`config.mk`:
```
export PLATFORM = sky130hd
export DESIGN_NAME = surf_xlate_walker
export DESIGN_NICKNAME = d
export VERILOG_FILES = /design/src/rtl/xw_pkg.sv /design/src/rtl/xw_addr_gen.sv /design/src/rtl/xw_entry_dec.sv /design/src/rtl/surf_xlate_walker.sv
export SDC_FILE = /design/constraint.sdc
export NUM_CORES = 1
export LEC_CHECK = 0
export ABC_AREA = 1
export CORE_ASPECT_RATIO = 0.6
export CORE_MARGIN = 2
export CORE_UTILIZATION = 45
export CTS_CLUSTER_SIZE = 16
export DETAILED_ROUTE_END_ITERATION = 8
export PLACE_DENSITY = 0.76
export SLEW_MARGIN = 20
export SYNTH_ARGS = -nofsm -noshare
export SYNTH_HDL_FRONTEND = slang
export SYNTH_SLANG_ARGS = --single-unit
export TNS_END_PERCENT = 100
```
`constraint.sdc`:
```
create_clock -name clk -period 4.3 [get_ports clk]
set_input_delay 0.86 -clock clk [delete_from_list [all_inputs] [get_ports clk]]
set_output_delay 0.86 -clock clk [all_outputs]
set_load 0.02 [all_outputs]
```
`src/rtl/xw_pkg.sv`:
```
package xw_pkg;
    localparam int VA_W      = 48;
    localparam int ADDR_W    = 64;
    localparam int ENT_W     = 64;
    localparam int ENT_SHIFT = $clog2(ENT_W / 8);

    localparam int TOP_LSB   = 36;
    localparam int TOP_BITS  = 12;
    localparam int MID_LSB   = 24;
    localparam int MID_BITS  = 12;
    localparam int LEAF_LSB  = 16;
    localparam int LEAF_BITS = 8;
    localparam int IDX_W     = (TOP_BITS > MID_BITS) ? TOP_BITS : MID_BITS;

    localparam int MID_ALIGN  = 15;
    localparam int LEAF_ALIGN = 13;
    localparam int AUX_ALIGN  = 8;

    localparam int FMT_LSB   = 58;
    localparam int FMT_W     = 6;
    localparam int PLANE_BIT = 57;
    localparam int DEPTH_LSB = 54;
    localparam int DEPTH_W   = 3;
    localparam int TILE_LSB  = 52;
    localparam int TILE_W    = 2;

    typedef enum logic [1:0] {
        LVL_TOP  = 2'd0,
        LVL_MID  = 2'd1,
        LVL_LEAF = 2'd2
    } lvl_e;

    typedef enum logic [1:0] {
        ST_IDLE,
        ST_ISSUE,
        ST_WAIT,
        ST_DONE
    } st_e;

    typedef struct packed {
        logic [FMT_W-1:0]   fmt;
        logic               chroma;
        logic [DEPTH_W-1:0] depth;
        logic [TILE_W-1:0]  tile;
        logic [VA_W-1:0]    aux;
    } leaf_t;
endpackage

```
`src/rtl/xw_addr_gen.sv`:
```
module xw_addr_gen
    import xw_pkg::*;
(
    input  lvl_e              lvl_i,
    input  logic [ADDR_W-1:0] base_i,
    input  logic [VA_W-1:0]   vaddr_i,
    output logic [ADDR_W-1:0] addr_o
);
    logic [IDX_W-1:0] idx;
    logic [15:0]      unused_low;

    assign unused_low = vaddr_i[LEAF_LSB-1:0];

    always_comb begin
        case (lvl_i)
            LVL_TOP: idx = IDX_W'(vaddr_i[TOP_LSB +: TOP_BITS]);
            LVL_MID: idx = IDX_W'(vaddr_i[MID_LSB +: MID_BITS]);
            default: idx = IDX_W'(vaddr_i[LEAF_LSB +: LEAF_BITS]);
        endcase
        addr_o = base_i + (ADDR_W'(idx) << ENT_SHIFT);
    end
endmodule

```
`src/rtl/xw_entry_dec.sv`:
```
module xw_entry_dec
    import xw_pkg::*;
(
    input  lvl_e              lvl_i,
    input  logic [ENT_W-1:0]  ent_i,
    output logic              valid_o,
    output logic [ADDR_W-1:0] next_base_o,
    output leaf_t             leaf_o,
    output logic              rsvd_tile_o
);
    logic [VA_W-1:0] raw;
    logic            unused_bits;

    assign unused_bits = ^{ent_i[TILE_LSB-1:VA_W], ent_i[AUX_ALIGN-1:1]};
    assign valid_o     = ent_i[0];

    always_comb begin
        raw = ent_i[VA_W-1:0];
        if (lvl_i == LVL_TOP) begin
            raw[MID_ALIGN-1:0] = '0;
        end else begin
            raw[LEAF_ALIGN-1:0] = '0;
        end
        next_base_o = {{(ADDR_W-VA_W){raw[VA_W-1]}}, raw};

        leaf_o.fmt    = ent_i[FMT_LSB +: FMT_W];
        leaf_o.chroma = ent_i[PLANE_BIT];
        leaf_o.depth  = ent_i[DEPTH_LSB +: DEPTH_W];
        leaf_o.tile   = ent_i[TILE_LSB +: TILE_W];
        leaf_o.aux    = {ent_i[VA_W-1:AUX_ALIGN], {AUX_ALIGN{1'b0}}};
        rsvd_tile_o   = ent_i[TILE_LSB + TILE_W - 1];
    end
endmodule

```
`src/rtl/surf_xlate_walker.sv`:
```
module surf_xlate_walker
    import xw_pkg::*;
(
    input  logic              clk,
    input  logic              rst_n,
    input  logic [ADDR_W-1:0] tbl_base_i,
    input  logic              req_valid_i,
    output logic              req_ready_o,
    input  logic [VA_W-1:0]   req_vaddr_i,
    output logic              mem_req_valid_o,
    input  logic              mem_req_ready_i,
    output logic [ADDR_W-1:0] mem_req_addr_o,
    input  logic              mem_rsp_valid_i,
    input  logic [ENT_W-1:0]  mem_rsp_data_i,
    output logic              res_valid_o,
    input  logic              res_ready_i,
    output logic [VA_W-1:0]   res_aux_o,
    output logic [FMT_W-1:0]  res_fmt_o,
    output logic              res_chroma_o,
    output logic [DEPTH_W-1:0] res_depth_o,
    output logic [TILE_W-1:0] res_tile_o,
    output logic              res_miss_o,
    output logic              res_fault_o,
    output logic [1:0]        res_level_o
);
    typedef struct packed {
        st_e               st;
        lvl_e              lvl;
        logic [ADDR_W-1:0] base;
        logic [VA_W-1:0]   vaddr;
        leaf_t             leaf;
        logic              miss;
        logic              fault;
    } walk_t;

    walk_t             w_d, w_q;
    logic              dec_valid;
    logic [ADDR_W-1:0] dec_next;
    leaf_t             dec_leaf;
    logic              dec_rsvd;

    xw_addr_gen u_addr (
        .lvl_i   (w_q.lvl),
        .base_i  (w_q.base),
        .vaddr_i (w_q.vaddr),
        .addr_o  (mem_req_addr_o)
    );

    xw_entry_dec u_dec (
        .lvl_i       (w_q.lvl),
        .ent_i       (mem_rsp_data_i),
        .valid_o     (dec_valid),
        .next_base_o (dec_next),
        .leaf_o      (dec_leaf),
        .rsvd_tile_o (dec_rsvd)
    );

    always_comb begin
        w_d = w_q;
        case (w_q.st)
            ST_IDLE: begin
                if (req_valid_i) begin
                    w_d.st    = ST_ISSUE;
                    w_d.lvl   = LVL_TOP;
                    w_d.base  = tbl_base_i;
                    w_d.vaddr = req_vaddr_i;
                    w_d.leaf  = '0;
                    w_d.miss  = 1'b0;
                    w_d.fault = 1'b0;
                end
            end
            ST_ISSUE: begin
                if (mem_req_ready_i) begin
                    w_d.st = ST_WAIT;
                end
            end
            ST_WAIT: begin
                if (mem_rsp_valid_i) begin
                    if (!dec_valid) begin
                        w_d.st   = ST_DONE;
                        w_d.miss = 1'b1;
                    end else if (w_q.lvl != LVL_LEAF) begin
                        w_d.st   = ST_ISSUE;
                        w_d.base = dec_next;
                        w_d.lvl  = (w_q.lvl == LVL_TOP) ? LVL_MID : LVL_LEAF;
                    end else begin
                        w_d.st    = ST_DONE;
                        w_d.leaf  = dec_leaf;
                        w_d.fault = dec_rsvd;
                    end
                end
            end
            default: begin
                if (res_ready_i) begin
                    w_d.st = ST_IDLE;
                end
            end
        endcase
    end

    always_ff @(posedge clk) begin
        if (!rst_n) begin
            w_q <= '{st: ST_IDLE, lvl: LVL_TOP, default: '0};
        end else begin
            w_q <= w_d;
        end
    end

    assign req_ready_o     = (w_q.st == ST_IDLE);
    assign mem_req_valid_o = (w_q.st == ST_ISSUE);
    assign res_valid_o     = (w_q.st == ST_DONE);
    assign res_aux_o       = w_q.leaf.aux;
    assign res_fmt_o       = w_q.leaf.fmt;
    assign res_chroma_o    = w_q.leaf.chroma;
    assign res_depth_o     = w_q.leaf.depth;
    assign res_tile_o      = w_q.leaf.tile;
    assign res_miss_o      = w_q.miss;
    assign res_fault_o     = w_q.fault;
    assign res_level_o     = w_q.lvl;
endmodule

```
# Word-level counts from Yosys, hierarchy flattened
# Cells that the tools add are included.
[totals] register_bits=178 elab_cells=53
[classes] addsub=1 n_eq_ne=12 n_mux=20 n_reduce_logical=9
[op_table] cell="$mux 178" count=1
[op_table] cell="$mux 66" count=2
[op_table] cell="$pmux 66 s2" count=1
[op_table] cell="$pmux 62 s2" count=1
[op_table] cell="$mux 60" count=2
[op_table] cell="$mux 68" count=1
[op_table] cell="$add 64x15->64" count=1
[op_table] cell="$mux 62" count=1
[op_table] cell="$pmux 12 s2" count=1
[op_table] cell="$ne 2x2->1 const B" count=7
[op_table] cell="$mux 2" count=6
[op_table] cell="$reduce_and 5->1" count=2
[op_table] cell="$reduce_and 4->1" count=2
[op_table] cell="$pmux 2 s3" count=1
[op_table] cell="$eq 2x1->1 const B" count=2
[op_table] cell="$eq 2x2->1 const B" count=2
[op_table] cell="$logic_not 2->1" count=2
[op_table] cell="$reduce_bool 4->1" count=1
[op_table] cell="$mux 1" count=3
[op_table] cell="$ne 2x1->1 const B" count=1
[op_table] cell="$reduce_and 2->1" count=1
[op_table] cell="$reduce_bool 2->1" count=1

# Longest topological paths before layout
# Gate-level depths: netlist of run 1.
[depth] ltp_word=6 mapped_depth=18 mapped_depth_nobuf=18

# Hierarchy
# Synthesis of run 1 repeated with hierarchy kept, for this count alone.
[unflattened] hier_cells=1960 hier_area_um2=12159.2
[by_module_without_submodules] module="surf_xlate_walker" n_inst=1 cells_each=1229 area_each_um2=8276.7 seq_area_each_um2=3563.4
[by_module_without_submodules] module="xw_addr_gen" n_inst=1 cells_each=601 area_each_um2=2926.6 seq_area_each_um2=0.0
[by_module_without_submodules] module="xw_entry_dec" n_inst=1 cells_each=130 area_each_um2=955.9 seq_area_each_um2=0.0

# Worst setup path after synthesis of run 1
# No wires, ideal clock.
[synth_timing] path_type="reg-to-output" startpoint="register w_q (netlist bit res_level_o[1])" endpoint="output port mem_req_addr_o[31]" t_arrival_ns=2.658 slack_ns=0.782 path_stages_with_launch=17 n_path_buf=0 cell_sequence="dfxtp_1 > nor2_1 > clkinv_1 > o22ai_1 > nor2_1 > ha_1 > inv_1 > fa_1 > inv_1 > nand3_1 > nand3_1 > nand2_1 > nand2_1 > nand2_1 > nand2_1 > nand2_1 > xor2_1"
[synth_via] elab_chain_len=3
[synth_rtl] item="start: declaration" line="surf_xlate_walker.sv:36" rtl="walk_t w_d, w_q;"
[synth_rtl] item="start signal: assignment" line="surf_xlate_walker.sv:105" rtl="w_q <= w_d;"
[synth_rtl] item="$eq 2x1->1 or $logic_not 2->1 (tied branches)" line="xw_addr_gen.sv:15" rtl="case (lvl_i)"
[synth_rtl] item="$pmux 12 s2 *" line="xw_addr_gen.sv:15"
[synth_rtl] item="$add 64x15->64 *" line="xw_addr_gen.sv:20" rtl="addr_o = base_i + (ADDR_W'(idx) << ENT_SHIFT);"
[synth_rtl] item="end: declaration" line="surf_xlate_walker.sv:12" rtl="output logic [ADDR_W-1:0] mem_req_addr_o,"
# Mark *: on every way between the ends. The rest lies on a longest branch, timed or not.

# Worst setup path after layout of run 1
[layout_timing] startpoint="register w_q (netlist bit res_level_o[1])" endpoint="output port mem_req_addr_o[11]"
# Same word-level chain as after synthesis.

==> results.toml, run 1 <==
[logic_synthesis]
yosysMostFrequentCell = "nand2_1"
synth_area_per_cell_sq_um = 6.51
synthesis.area_sq_um = 9370
synth_top_area_share_pct = 32.7
synthCells = 1439
synthDistinctLibCells = 41
ys_ff_latch = 153
synthArstFlopShare_pct = 0
synth_area_leaders = "dfxtp_1, nand2_1, nor2_1"
ys_seq_area_share_pct = 32.7
yosys_warnings = 0
synth.top_cells.by_count = "nand2_1, nor2_1, dfxtp_1"
ys.flop_type = "dfxtp_1"
synth.largest_area_cell = "dfxtp_1"
synth_enable_flop_cells = 0

[floorplanning]
core_sq_um = 20200
start_util_pct = 46.3
die_area_sq_um = 22000
die_w_microns = 190
rows = 40
die_h_microns = 116
pin_count = 313

[worst_setup_path]
r2r-end = "w_q[133]"
crit_buf_inv = 5
regToRegSetupSlack_ps = 1870
required_ps = 3440
slowest_delay_ps = 650
worst_ep_arrival_time_ps = 3280
critical-path-top-delay-family = "buffers and inverters"
r2r_start = "w_q[176]"
path_cells = "nor2_1, buf_4, a21oi_1, buf_4, o21a_1, inv_1, fa_1, inv_1, nand3_1, nand3_2, nand2_1, nand2_2, xor2_1, clkdlybuf4s50_1"
crit_type = "reg2out"
reg2regPathDepth = 9
cpMaxStageDelayCell = "clkdlybuf4s50_1"
endpoint_kind = "output pin"
cp-start-kind = "flop"
path_max_fanout = 6

[route]
firstDrtPassIters = 6
antenna_left = 0
post_drt_via_cell_ratio = 5.32
vias = 10282
drc = 0
drt-wirelength-per-cell_microns = 17.8
wirelength_microns = 34400
first_iter_violations = 960

[global_route]
grtUsageTotal_pct = 31.4
grt_pass1_vias = 9477
grt_overflow = 0
grt_start_max_net_pins = 83
grt_pass1_wl_microns = 52700
antenna_found_initial = 1

[sta]
drv_slew = 0
fmax_mhz = 241
setup_viol = 0
relSlewSlack_pct = 31.3
skew_ps = 9.38
fin_crit_ps = 4140
period_share_pct = 96.3
whs_ps = 470
hold_viol = 0
rsz0062_at_grt = "yes"
worst_pin_slew_ps = 1030

[final_layout]
nNetsFinal = 1842
area_growth_pct = 34.4
finalCoreUtilization_pct = 62.3
fillers = 1879
drive_gt1_share_pct = 8.67
fin_area_sq_um = 12600

[place]
dp_hpwl_microns = 27200
placed_area_sq_um = 11900
gp_congestion = 0.982
io_buffers = 277

[power]
comb_power_share_pct = 39.8
sequentialPowerShare_pct = 33.3
p_leak_uw = 0.00557
netSwitchingFraction_pct = 40.3
power_density_nw_per_um2 = 472
ir_worst_vdd_mv = 0.295
p_switching_uw = 2400
finalPower_uw = 5950
p_int_uw = 3550
clkPwrFrac_pct = 26.9

[cts]
path_clk_slew_ps = 60
cts_tree = "done"
cts.sinks = 153
hold_buffers = 0
cts_root_buf = "clkbuf_16"
cts_buffer_depth = 2
post-cts-setup-buffers = 0
h-tree-depth = 4
post_cts_resized = 45
cts_made_buffers = 17
clk_latency_ps = 440

[hold_path]
worstHoldStart = "w_q[112]"
min_path_type = "reg2reg"
min_to = "w_q[112]"
whs_path_depth = 2

[run]
maxCapViolations = 0

[status]
outcome = "complete, no violations"
-- cell type report --
type                    count  area (sq um)  area share (%)
repair buffers            307          2960            23.5
well taps                 273           342            2.71
multi-input cells        1034          5110            40.5
flip-flops and latches    153          3060            24.3
clock buffers              20           457            3.62
clock inverters            12           163            1.29
inverters                 134           505            4.01
diodes                      1          2.50          0.0199
-- worst max-delay path by stage --
stage                                    end  cells past startpoint      startpoint
final                     mem_req_addr_o[11]                     14  res_level_o[1]
after global routing      mem_req_addr_o[56]                     17  res_level_o[1]
after CTS                 mem_req_addr_o[49]                     18  res_level_o[1]
after detailed placement  mem_req_addr_o[31]                     15  res_level_o[1]
after global placement    mem_req_addr_o[31]                     15  res_level_o[1]
after floorplan           mem_req_addr_o[31]                     16  res_level_o[1]
-- power by group through the flow --
stage                     Sequential [uW]  Clock [uW]  Combinational, uW
after CTS                            1960        1620               2350
after floorplan                      1870           0               1520
after global routing                 2000        1670               2570
final                                1980        1600               2370
after global placement               1980           0               2370
after detailed placement             1990           0               2400
-- layout by cell type (no fill, tap or decap), drive strengths merged --
cell / count
o21ai: 127
ha: 12
clkdlybuf4s50: 222
nand3b: 3
buf: 33
clkbuf: 25
clkdlybuf4s15: 6
nor3: 13
o21a: 1
xor2: 28
dlygate4sd2: 28
or2: 3
clkinv: 6
xnor2: 1
inv: 136
dfxtp: 153
bufinv: 3
nand2: 368
dlymetal6s2s: 13
nor2: 190
nor2b: 1
a22o: 4
nand3: 110
diode: 1
a211oi: 3
fa: 1
a21oi: 78
o22ai: 7
a31oi: 51
nand4: 23
clkinvlp: 1
a21boi: 1
conb: 8
o211ai: 1
-- through the flow --
stage	setup TNS, ps	setup slack (ps)	cells
after global placement	0	136	1901
after global routing	-35.6	-12.5	1933
after floorplan	0	782	1446
after CTS	-1760	-263	1933
final	0	159	1934
after detailed placement	0	68.2	1901
-- flip-flops by register name, summed over array words and instances (netlist names) --
| register | flops |
|---|---|
| w_q | 98 |
| res_aux_o | 40 |
| res_fmt_o | 6 |
| res_depth_o | 3 |
| res_level_o | 2 |
| res_tile_o | 2 |
| res_chroma_o | 1 |
| res_miss_o | 1 |
-- worst reg2reg max path, delay by kind of cell (launching register included) --
| kind | cells | cell delay [ps] |
|---|---|---|
| flops | 1 | 390 |
| compound gates | 2 | 290 |
| buf+inv | 3 | 1020 |
| simple gates | 4 | 650 |
-- routing by layer --
metal	vias to the layer above	GRT usage (%)	wire length, microns
li1	5046	-	-
met1	4756	45.8	16000
met2	449	44.5	13800
met3	31	9.39	4190
met4	0	8.42	440
met5	-	0	0
-- cells by family (layout without fill, tap and decap cells) --
group           after synthesis  after routing  share of synthesized area (%)
fa+ha+maj                    13             13                           1.82
xor+xnor                     29             29                           2.71
flops                       153            153                           32.7
simple gates                711            711                           32.5
other cells                   1              9                         0.0400
compound gates              273            273                           16.5
buf+inv                     259            473                           13.8
(Power assumes the default switching activity.)
==> inputs of run 2 (changes only) <==
--- a/config.mk
+++ b/config.mk
@@ -12,7 +12,6 @@
 export CTS_CLUSTER_SIZE = 16
 export DETAILED_ROUTE_END_ITERATION = 8
 export PLACE_DENSITY = 0.76
-export SLEW_MARGIN = 20
 export SYNTH_ARGS = -nofsm -noshare
 export SYNTH_HDL_FRONTEND = slang
 export SYNTH_SLANG_ARGS = --single-unit
==> results of run 2 <==
No change in the layout: final DEF, timing and power equal those of run 1.
